$ cat config.mk
export PLATFORM = sky130hd
export DESIGN_NAME = seg_addr_decoder
export DESIGN_NICKNAME = d
export VERILOG_FILES = /design/src/rtl/seg_dec_pkg.sv /design/src/rtl/seg_classify.sv /design/src/rtl/seg_priv_check.sv /design/src/rtl/seg_resp_reg.sv /design/src/rtl/seg_addr_decoder.sv
export SDC_FILE = /design/constraint.sdc
export NUM_CORES = 1
export LEC_CHECK = 0
export BUFFER_PORTS_ARGS = -buffer_cell sky130_fd_sc_hd__buf_4
export CAP_MARGIN = 20
export CELL_PAD_IN_SITES_DETAIL_PLACEMENT = 0
export CELL_PAD_IN_SITES_GLOBAL_PLACEMENT = 1
export CORE_MARGIN = 2
export CORE_UTILIZATION = 29
export CTS_CLUSTER_DIAMETER = 150
export CTS_CLUSTER_SIZE = 30
export DETAILED_ROUTE_END_ITERATION = 10
export PLACE_DENSITY_LB_ADDON = 0.1
export RECOVER_POWER = 25
export SETUP_SLACK_MARGIN = 0.15
export SYNTH_ARGS = -nofsm -noshare
export SYNTH_HDL_FRONTEND = slang
export SYNTH_SLANG_ARGS = --single-unit
$ cat constraint.sdc
create_clock -name clk -period 1.8 [get_ports clk]
set_input_delay 0.09 -clock clk [delete_from_list [all_inputs] [get_ports clk]]
set_output_delay 0.09 -clock clk [all_outputs]
set_load 0.02 [all_outputs]
$ cat src/rtl/seg_dec_pkg.sv
// Shared types for the privileged segment address decoder.
// Assumes a 32-bit virtual address space split on its top three bits.
package seg_dec_pkg;

    typedef enum logic [1:0] {
        MODE_KERNEL = 2'b00,
        MODE_SUPER  = 2'b01,
        MODE_USER   = 2'b10,
        MODE_RSVD   = 2'b11
    } priv_mode_e;

    typedef enum logic [1:0] {
        RES_MATCH   = 2'b00,
        RES_BADADDR = 2'b01,
        RES_NOMATCH = 2'b10,
        RES_INVALID = 2'b11
    } xlat_res_e;

    // Address windows, in ascending address order.
    typedef enum logic [2:0] {
        SEG_LOW     = 3'd0,
        SEG_KDIR_C  = 3'd1,
        SEG_KDIR_U  = 3'd2,
        SEG_SUPMAP  = 3'd3,
        SEG_KMAP    = 3'd4
    } seg_e;

endpackage

$ cat src/rtl/seg_classify.sv
// Sorts a virtual address into a window and computes the direct physical
// address for windows that bypass translation.
// Assumes ADDR_W >= 4; windows are decided by the top three address bits.
module seg_classify
    import seg_dec_pkg::*;
#(
    parameter int ADDR_W = 32
) (
    input  logic [ADDR_W-1:0] vaddr,
    output seg_e              seg,
    output logic [ADDR_W-1:0] direct_paddr
);
    localparam logic [ADDR_W-1:0] KDIR_C_BASE = {3'b100, {(ADDR_W-3){1'b0}}};
    localparam logic [ADDR_W-1:0] KDIR_U_BASE = {3'b101, {(ADDR_W-3){1'b0}}};

    logic [2:0] top_bits;
    assign top_bits = vaddr[ADDR_W-1 -: 3];

    // Window select from the top address bits.
    always_comb begin
        case (top_bits)
            3'b100:  seg = SEG_KDIR_C;
            3'b101:  seg = SEG_KDIR_U;
            3'b110:  seg = SEG_SUPMAP;
            3'b111:  seg = SEG_KMAP;
            default: seg = SEG_LOW;
        endcase
    end

    // Direct physical address: identity for the low window, base removed for kernel windows.
    always_comb begin
        case (seg)
            SEG_LOW:    direct_paddr = vaddr;
            SEG_KDIR_C: direct_paddr = vaddr - KDIR_C_BASE;
            SEG_KDIR_U: direct_paddr = vaddr - KDIR_U_BASE;
            default:    direct_paddr = '0;
        endcase
    end
endmodule

$ cat src/rtl/seg_priv_check.sv
// Decides whether the current privilege level may touch a window.
// Assumes the unused mode code carries the least privilege.
module seg_priv_check
    import seg_dec_pkg::*;
(
    input  seg_e       seg,
    input  logic [1:0] mode,
    output logic       allowed
);
    priv_mode_e mode_e;
    assign mode_e = priv_mode_e'(mode);

    // Permission matrix: kernel everything, supervisor low + its own window, others low only.
    always_comb begin
        case (mode_e)
            MODE_KERNEL: allowed = 1'b1;
            MODE_SUPER:  allowed = (seg == SEG_LOW) || (seg == SEG_SUPMAP);
            default:     allowed = (seg == SEG_LOW);
        endcase
    end
endmodule

$ cat src/rtl/seg_resp_reg.sv
// Registers the response one cycle after the request.
// Assumes synchronous active-low reset; data fields hold while idle.
module seg_resp_reg #(
    parameter int ADDR_W = 32,
    parameter int CODE_W = 2
) (
    input  logic              clk,
    input  logic              rst_n,
    input  logic              in_valid,
    input  logic [ADDR_W-1:0] in_paddr,
    input  logic              in_writable,
    input  logic [CODE_W-1:0] in_code,
    output logic              out_valid,
    output logic [ADDR_W-1:0] out_paddr,
    output logic              out_writable,
    output logic [CODE_W-1:0] out_code
);
    // Capture the response on a valid request; clear all on reset.
    always_ff @(posedge clk) begin
        if (!rst_n) begin
            out_valid    <= 1'b0;
            out_paddr    <= '0;
            out_writable <= 1'b0;
            out_code     <= '0;
        end else begin
            out_valid <= in_valid;
            if (in_valid) begin
                out_paddr    <= in_paddr;
                out_writable <= in_writable;
                out_code     <= in_code;
            end
        end
    end
endmodule

$ cat src/rtl/seg_addr_decoder.sv
// Top of the privileged segment address decoder. Classifies the address,
// checks privilege, raises a translation request for mapped windows and
// registers the chosen response.
// Assumes the translation unit answers combinationally in the request cycle.
module seg_addr_decoder
    import seg_dec_pkg::*;
#(
    parameter int ADDR_W = 32,
    parameter int MODE_W = 2,
    parameter int CODE_W = 2
) (
    input  logic              clk,
    input  logic              rst_n,
    input  logic              req_valid,
    input  logic [ADDR_W-1:0] req_vaddr,
    input  logic [MODE_W-1:0] req_mode,
    input  logic              err_level,
    output logic              xl_req,
    input  logic [CODE_W-1:0] xl_code,
    input  logic [ADDR_W-1:0] xl_paddr,
    input  logic              xl_writable,
    output logic              rsp_valid,
    output logic [ADDR_W-1:0] rsp_paddr,
    output logic              rsp_writable,
    output logic [CODE_W-1:0] rsp_code
);
    seg_e              seg;
    logic [ADDR_W-1:0] direct_paddr;
    logic              allowed;
    logic              mapped;
    logic [ADDR_W-1:0] nxt_paddr;
    logic              nxt_writable;
    logic [CODE_W-1:0] nxt_code;

    seg_classify #(.ADDR_W(ADDR_W)) u_classify (
        .vaddr        (req_vaddr),
        .seg          (seg),
        .direct_paddr (direct_paddr)
    );

    seg_priv_check u_priv (
        .seg     (seg),
        .mode    (req_mode),
        .allowed (allowed)
    );

    // Mapped windows: low window outside error level, and the two upper windows.
    always_comb begin
        case (seg)
            SEG_LOW:    mapped = !err_level;
            SEG_SUPMAP: mapped = 1'b1;
            SEG_KMAP:   mapped = 1'b1;
            default:    mapped = 1'b0;
        endcase
    end

    // Translation request only for permitted mapped accesses.
    assign xl_req = req_valid && allowed && mapped;

    // Response select: refuse, forward translation, or direct map.
    always_comb begin
        if (!allowed) begin
            nxt_paddr    = '0;
            nxt_writable = 1'b0;
            nxt_code     = CODE_W'(RES_BADADDR);
        end else if (mapped) begin
            nxt_paddr    = xl_paddr;
            nxt_writable = xl_writable;
            nxt_code     = xl_code;
        end else begin
            nxt_paddr    = direct_paddr;
            nxt_writable = 1'b1;
            nxt_code     = CODE_W'(RES_MATCH);
        end
    end

    seg_resp_reg #(.ADDR_W(ADDR_W), .CODE_W(CODE_W)) u_resp (
        .clk          (clk),
        .rst_n        (rst_n),
        .in_valid     (req_valid),
        .in_paddr     (nxt_paddr),
        .in_writable  (nxt_writable),
        .in_code      (nxt_code),
        .out_valid    (rsp_valid),
        .out_paddr    (rsp_paddr),
        .out_writable (rsp_writable),
        .out_code     (rsp_code)
    );

    // user level never requests translation of a high address.
    p_user_no_high_req_r8: assert property (@(posedge clk) disable iff (!rst_n)
        (req_valid && req_mode == 2'b10 && req_vaddr[ADDR_W-1]) |-> !xl_req);

    // kernel direct windows never request translation.
    p_kdir_no_req_r4: assert property (@(posedge clk) disable iff (!rst_n)
        (req_valid && req_vaddr[ADDR_W-1 -: 2] == 2'b10) |-> !xl_req);

    // response valid one cycle after request valid.
    p_valid_follows_r11: assert property (@(posedge clk) disable iff (!rst_n)
        req_valid |=> rsp_valid);

    // error-level low-window access gives identity and match.
    p_erl_identity_r3: assert property (@(posedge clk) disable iff (!rst_n)
        (req_valid && !req_vaddr[ADDR_W-1] && err_level) |=>
        (rsp_paddr == $past(req_vaddr) && rsp_writable && rsp_code == 2'b00));

    // a refused access returns bad-address with zero address.
    p_refuse_bad_r8: assert property (@(posedge clk) disable iff (!rst_n)
        (req_valid && !allowed) |=>
        (rsp_code == 2'b01 && rsp_paddr == '0 && !rsp_writable));

    // a raised request forwards the translation result.
    p_forward_r2: assert property (@(posedge clk) disable iff (!rst_n)
        xl_req |=> (rsp_code == $past(xl_code) && rsp_paddr == $past(xl_paddr)));
endmodule

==> results.cfg <==
[placement]
hpwl_microns = 3700
place_congestion = 0.743
port_buffers = 109

[route]
drcViolationCount = 0
vias_per_cell = 4.77
avgRoutedWirePerCell_microns = 14.2
dr.pass1.iters = 4
drtIter0Drc = 56
wl_microns = 4940
antenna_left = 0
vias = 1665

[finish]
layout-drive-gt1-share_pct = 46.6
fill_cells = 541
fin_util_pct = 49.7
nNetsFinal = 354
syn_to_final_growth_pct = 66.0
diodes = 0

[timing]
setup_viol_count_final = 0
fin_worst_skew_ns = 0
drv_slew = 0
tightestPinTransition_ns = 0.454
hold_ws_ns = 0.0114
min_period_ns = 1.55
slew-limit-headroom_pct = 69.6
grt_setup_unrepaired = no
fmax_mhz = 644
hold_violations = 0
finalCritPeriodShare_pct = 86.3

[worst_setup_path]
startpoint_type = primary input
worstSetupPathType = primary input to primary output
r2r-end = u_resp.out_paddr[15]
reg2reg_depth = 2
crit_arrival_ns = 1.46
crit_fanout = 5
cp-end-kind = primary output
r2r_start = u_resp.out_paddr[15]
required_ns = 1.71
rrSetupSlack_ns = 0.98

[hold_path]
holdPathEnd = u_resp.out_code[1]
min-delay-start = xl_code[1]
min_path_cells = 2
hold_class = primary input to flop

[synthesis]
synth_top_area_share_pct = 44.0
netlist_top_cells_area = dfxtp_1 (44%), a221o_1 (19%), and2_1 (12%), ha_1 (3.8%), buf_6 (2.1%)
synth_top_area_cell = dfxtp_1
synthFlopType = dfxtp_1
synth_edf_count = 0
yosysWarnings = 0
seq_area_frac_synth_pct = 44.0
synth.cell_area_sq_mm = 0.00164
async_reset_ff_share_pct = 0
syn_inst = 156
synth_cell_type_count = 31
synth_top_family_by_area = compound AO/OA/AOI/OAI gates
syn-num-nets = 234
synth_mux_area_share_pct = 0.611
synth_seq_cells = 36
synthAdderAreaFrac_pct = 3.82
synth-simple-area-share_pct = 17.3
synth_compound_area_share_pct = 29.1
synth-xor-area-share_pct = 0
syn_area_per_cell_sq_um = 10.5

[grt]
grt_usage_pct = 15.7
antenna_found_initial = 0
grt_max_degree = 21
grt_pass1_vias = 1569
grt_pass1_wl_microns = 7780
grt_overflow_total = 0

[clocking]
htreeDepth = 2
cts_hold_buf = 0
clkLatencyLatePin_ns = 0.29
cts_made_buffers = 5
numClockSinks = 36
cts_setup_buffers = 0
root_buffer = clkbuf_8
clk_path_buf_depth = 2
clk_pin_slew_ns = 0.08
cts_tree = done
cts-resized-gates = 0

[floorplanning]
chipHeight_microns = 79.2
die-width_microns = 79.2
core_area_sq_mm = 0.00547
start_util_pct = 29.9
dieArea_sq_mm = 0.00626
rows = 27
io_pins = 110

[power]
power_frac_seq_pct = 42.2
p_leak_nw = 1.24
vdd_drop_max_uv = 315
internal_power_mw = 1.53
switching_share_pct = 27.1
clkPwrFrac_pct = 34.4
power_frac_comb_pct = 23.4
net-switching-power_uw = 567
p_per_area_mw_per_mm2 = 769

[flow_run]
maxCapViolCount = 0

[run_status]
status = completed
-- metrics by stage --
step | worst slack [ns] | TNS (ns) | instance area (sq um) | cells | total power [mW]
6_report | 0.246 | 0 | 2720 | 349 | 2.09
3_3_place_gp | -0.0386 | -0.839 | 2600 | 341 | 1.40
3_5_place_dp | -0.0955 | -2.55 | 2600 | 341 | 1.40
5_1_grt | 0.171 | 0 | 2720 | 349 | 2.19
2_1_floorplan | 0.213 | 0 | 1640 | 156 | 1.12
4_1_cts | 0.164 | 0 | 2720 | 349 | 2.13
-- final cells by class --
| class | count | area (sq um) | share of cell area [%] |
|---|---|---|---|
| Inverter | 4 | 18.8 | 0.690 |
| Clock inverter | 3 | 42.5 | 1.56 |
| Clock buffer | 5 | 68.8 | 2.53 |
| Sequential cell | 36 | 721 | 26.5 |
| Tap cell | 72 | 90.1 | 3.31 |
| Multi-Input combinational cell | 105 | 887 | 32.6 |
| Timing Repair Buffer | 124 | 891 | 32.8 |
-- power groups by stage --
stage	combinational, mW	sequential (mW)	clock, mW
2_1_floorplan	0.151	0.972	0
3_3_place_gp	0.498	0.902	0
3_5_place_dp	0.500	0.901	0
4_1_cts	0.502	0.884	0.745
5_1_grt	0.527	0.892	0.776
6_report	0.490	0.883	0.719
-- synthesized netlist by cell type (2+ instances only) --
cell type   n
a21oi_1     3
a221o_1    31
and2_1     32
buf_2       5
buf_6       3
clkbuf_1    3
dfxtp_1    36
ha_1        5
inv_1       4
nand2_1     6
nor2_1      3
nor2b_1     3
o21ai_0     2
o21ai_1     3
-- cells in the final DEF, fill, tap and decap left out, types with 3 or more instances in the layout --
cell | Yosys | final
buf_4 | 0 | 103
dfxtp_1 | 36 | 36
and2_1 | 32 | 31
a221o_1 | 31 | 31
clkbuf_1 | 3 | 17
nand2_1 | 6 | 6
clkbuf_8 | 0 | 5
o21ai_1 | 3 | 3
nor2_1 | 3 | 3
ha_4 | 0 | 3
buf_6 | 3 | 3
-- worst max path at each step --
stage               cells after the start           from                   end  slack, ns
floorplan                               9  req_vaddr[30]  u_resp.out_paddr[29]       0.21
detailed placement                      9  req_vaddr[29]  u_resp.out_paddr[13]       -0.1
finish                                 10  req_vaddr[29]                xl_req       0.25
global route                           10  req_vaddr[29]                xl_req       0.17
CTS                                     9  req_vaddr[29]                xl_req       0.16
global placement                        9  req_vaddr[29]  u_resp.out_paddr[14]      -0.04
-- sequential cells by signal, indices dropped and copies added (netlist names) --
name	flops
u_resp.out_code	2
u_resp.out_writable	1
u_resp.out_paddr	32
u_resp.out_valid	1
-- kinds of logic after synthesis --
group | Yosys count
compound gates | 50
mux | 1
buf+inv | 15
simple gates | 49
flops | 36
fa+ha+maj | 5
-- critical path: stages --
cell and delay [ns]:
buf_6 0.10, clkinvlp_4 0.14, ha_4 0.21, buf_4 0.13, o31a_1 0.24, a21oi_2 0.12
a21oi_2 0.05, buf_4 0.15, nor2_1 0.08, buf_4 0.14
-- layer usage --
layer	vias to the layer above	global-route usage (%)	wire length, microns
met5	-	0	0
met4	0	4.66	52
met3	7	4.89	449
met2	68	24.6	2220
met1	763	20.8	2220
li1	827	-	-
Note: power is estimated with default switching activity, not from simulation.
